### config.mk
export PLATFORM = sky130hd
export DESIGN_NAME = burst_addr_seq
export DESIGN_NICKNAME = d
export VERILOG_FILES = /design/src/rtl/burst_addr_seq.sv
export SDC_FILE = /design/constraint.sdc
export NUM_CORES = 1
export LEC_CHECK = 0
export BUFFER_PORTS_ARGS = -buffer_cell sky130_fd_sc_hd__buf_2
export CAP_MARGIN = 25
export CORE_ASPECT_RATIO = 0.6
export CORE_MARGIN = 10
export CORE_UTILIZATION = 30
export DETAILED_ROUTE_END_ITERATION = 10
export PLACE_DENSITY = 0.59
export SLEW_MARGIN = 20
export SYNTH_ARGS = -nofsm -noshare
export SYNTH_HDL_FRONTEND = slang
export SYNTH_SLANG_ARGS = --single-unit
### constraint.sdc
create_clock -name clk -period 1.2 [get_ports clk]
set_input_delay 0.18 -clock clk [delete_from_list [all_inputs] [get_ports clk]]
set_output_delay 0.18 -clock clk [all_outputs]
set_load 0.05 [all_outputs]
### src/rtl/burst_addr_seq.sv
module burst_addr_seq #(
  parameter int ADDR_W = 18
) (
  input  logic              clk,
  input  logic              rst_n,
  input  logic [ADDR_W-1:0] addr_in,
  input  logic              strobe_cpu_n,
  input  logic              strobe_ctl_n,
  input  logic              adv_n,
  input  logic              order_sel,
  output logic [ADDR_W-1:0] addr_out
);
  localparam int HI_W = ADDR_W - 2;

  logic [HI_W-1:0] base_hi;
  logic [1:0]      base_lo;
  logic [1:0]      beat;
  logic            load;

  assign load = !strobe_cpu_n || !strobe_ctl_n;

  always_ff @(posedge clk) begin
    if (!rst_n) begin
      base_hi <= '0;
      base_lo <= '0;
      beat    <= '0;
    end else if (load) begin
      base_hi <= addr_in[ADDR_W-1:2];
      base_lo <= addr_in[1:0];
      beat    <= '0;
    end else if (!adv_n) begin
      beat <= beat + 2'd1;
    end
  end

  assign addr_out = {base_hi, order_sel ? (base_lo ^ beat) : (base_lo + beat)};
endmodule

==> flow_summary.toml <==
[floorplanning]
initial_core_util = 0.324
design.die.area_um2 = 5390
pin_count = 42
core_area_um2 = 2590
die_y_um = 61.0
placementRows = 14
die_x_um = 88.3

[critical_path]
worst-r2r-cell-count = 5
arrival_ns = 1.21
crit_required_ns = 1.02
path_max_fanout = 2
r2r-end = "beat[1]$_SDFFE_PP0N_"
crit-reg2reg-launch = "beat[0]$_SDFFE_PP0N_"
reg2reg_slack_ns = 0.12
start_kind = "flip-flop"
crit_type = "flip-flop to primary output"
end_kind = "primary output"

[sta]
worst_slack_ns = -0.192
fin_tns_setup_ns = -0.192
grt_setup_unrepaired = "yes"
period_needed_ns = 1.39
worst_slew_pin_slew_ns = 0.347
slew_headroom = 0.768
period_share = 1.16
skew_ns = 0.000569
report.final.slew_viol_count = 0
finalSetupViolCount = 1
hold_viol = 0
whs_ns = 0.166
fmax_mhz = 719

[final_layout]
multi_input_area_um2 = 434
syn_to_final_growth_pct = 41.8
layout.cells.non_filler = 168
regArea_um2 = 404
n_antenna_cell = 0
layout-drive-gt1-share = 0.500
nFillCells = 280
nets = 162

[routing]
drtIter0Drc = 30
top_layer = "met4"
wl_um = 2210
wl_met2_um = 1060
route.met3.wl_um = 205
ant_nets = 0
avgViaCountPerCell = 4.37
dr.pass1.iters = 4
vias = 734
drt-met1-wl_um = 927
wl_per_cell_um = 13.1
drcViolationCount = 0

[pwr]
peakVddDrop_mv = 0.526
p_switching_w = 0.000460
power_w = 0.00157
pwr-share-seq = 0.459
combPwrFrac = 0.219
clock_power_share = 0.322
swShare = 0.292
internal-power_w = 0.00111
powerDensity_nw_per_um2 = 1320
cellLeakagePower_nw = 0.557

[synth]
synth_cell_types = 16
postSynthAreaPerCell_um2 = 9.24
netlist.area_leader.share = 0.476
yosysTopAreaCell = "dfxtp_1"
synth.area.top_cells = "dfxtp_1, nand2_1, a21boi_2"
ys_ff_latch = 20
syn-num-nets = 116
synth_seq_area_share = 0.476
syn-instance-count = 91
syn_area_um2 = 841
yosys_warnings = 0

[run]
maxCapViolCount = 0

[global_routing]
grt_max_degree = 20
grt_overflow_total = 0
grt.total_usage = 0.0883
grt_pass1_wl_um = 3710
grt_pass1_vias = 798
grt_antenna_before_repair = 0

[status]
violations = "negative setup slack"
status = "complete, but fails checks"

[hold_path]
min_to = "base_hi[5]$_SDFFE_PN0P_"
min_from = "addr_in[7]"
holdPathStages = 3
worstHoldPathType = "primary input to flip-flop"

[placement]
io_buffers = 41
place_inst = 163
gp_congestion = 0.659
dpl.hpwl_um = 1730

[clock_tree]
clockBufferDepth = 2
cts_tree = "built"
cts_htree_levels = 1
cts.sinks = 20
clkLatencyLatePin_ns = 0.25
cts-root-buf = "clkbuf_8"
numCtsBuffers = 3
clkTransAtPathRegs_ns = 0.07
[state kept, by name (all words and copies together) (netlist names)]
register and cells:
base_lo 2, base_hi 16, beat 2
[worst max-delay path by stage]
stage,start,slack (ns),end
after floorplan,base_lo[0]$_SDFFE_PN0P_,0.03,addr_out[1]
after global placement,base_lo[0]$_SDFFE_PN0P_,-0.14,addr_out[1]
after detailed placement,base_lo[0]$_SDFFE_PN0P_,-0.16,addr_out[1]
after CTS,base_lo[0]$_SDFFE_PN0P_,-0.19,addr_out[1]
after global routing,beat[0]$_SDFFE_PP0N_,-0.24,addr_out[1]
final,beat[0]$_SDFFE_PP0N_,-0.19,addr_out[1]
[synthesized netlist by cell type]
cell type and n:
dfxtp_1 20, ha_1 1, buf_12 1, nor3_2 1, clkbuf_1 1, buf_2 1
nand2_1 37, nor2_1 1, and2_1 1, a21boi_0 8, xnor2_1 3, clkbuf_2 1
buf_6 1, nand2_2 1, a21boi_2 10, nor2b_1 3
[final cells by class]
class | instances | area share
Tap cell | 32 | 0.0336
Sequential cell | 20 | 0.339
Timing Repair Buffer | 46 | 0.217
Clock buffer | 4 | 0.0462
Multi-Input combinational cell | 66 | 0.364
[cells by family (layout without fill, tap and decap cells)]
logic type               count (synthesis)  count (layout)  share of synthesized area
AO/OA/AOI/OAI                           18              18                      0.205
XOR/XNOR                                 3               3                     0.0313
adder cells (fa/ha/maj)                  1               1                     0.0149
buffers and inverters                    5              50                     0.0536
flip-flops                              20              20                      0.476
AND/OR/NAND/NOR                         44              44                      0.219
[stage by stage]
stage	setup WS, ns	util	instance area [um^2]
6_report	-0.192	0.460	1190
4_1_cts	-0.191	0.455	1180
3_5_place_dp	-0.157	0.420	1090
5_1_grt	-0.240	0.460	1190
3_3_place_gp	-0.136	0.420	1090
2_1_floorplan	0.0332	-	860
[per-layer routing]
metal  global-route usage  vias to the layer above
met5                    0                        -
met4               0.0206                        0
met3               0.0495                        2
met2                0.156                       23
met1               0.0913                      329
li1                     -                      380
[layout by cell type, fill, tap and decap left out]
cell type,synthesis,final
nand2_1,37,37
dfxtp_1,20,17
buf_6,1,1
nor2_1,1,1
nor2b_4,0,1
a21boi_0,8,8
dfxtp_2,0,3
clkbuf_8,0,4
nor3_2,1,1
nand2_2,1,1
xnor2_1,3,2
buf_2,1,39
nor2b_1,3,2
and2_1,1,1
a21boi_2,10,10
ha_4,0,1
buf_8,0,1
buf_4,0,5
xnor2_4,0,1
[power by group through the flow]
stage | registers (W) | clock network, W | logic, W
after floorplan | 0.000851 | 0 | 0.000126
after global placement | 0.000734 | 0 | 0.000328
after detailed placement | 0.000735 | 0 | 0.000335
after CTS | 0.000723 | 0.000519 | 0.000347
after global routing | 0.000726 | 0.000554 | 0.000373
final | 0.000723 | 0.000506 | 0.000345
[worst max-delay path, stage by stage, from the launching register on]
cell and delay [ns]:
dfxtp_2 0.36, ha_4 0.13, nor2b_4 0.18, xnor2_4 0.13, buf_6 0.17
[repair_timing]
action,CTS,global route
pin swaps,0,3
buffers inserted,0,1
gates resized for setup,9,2
setup endpoints to repair,2,2
hold buffers,0,0
(Power assumes the default switching activity.)
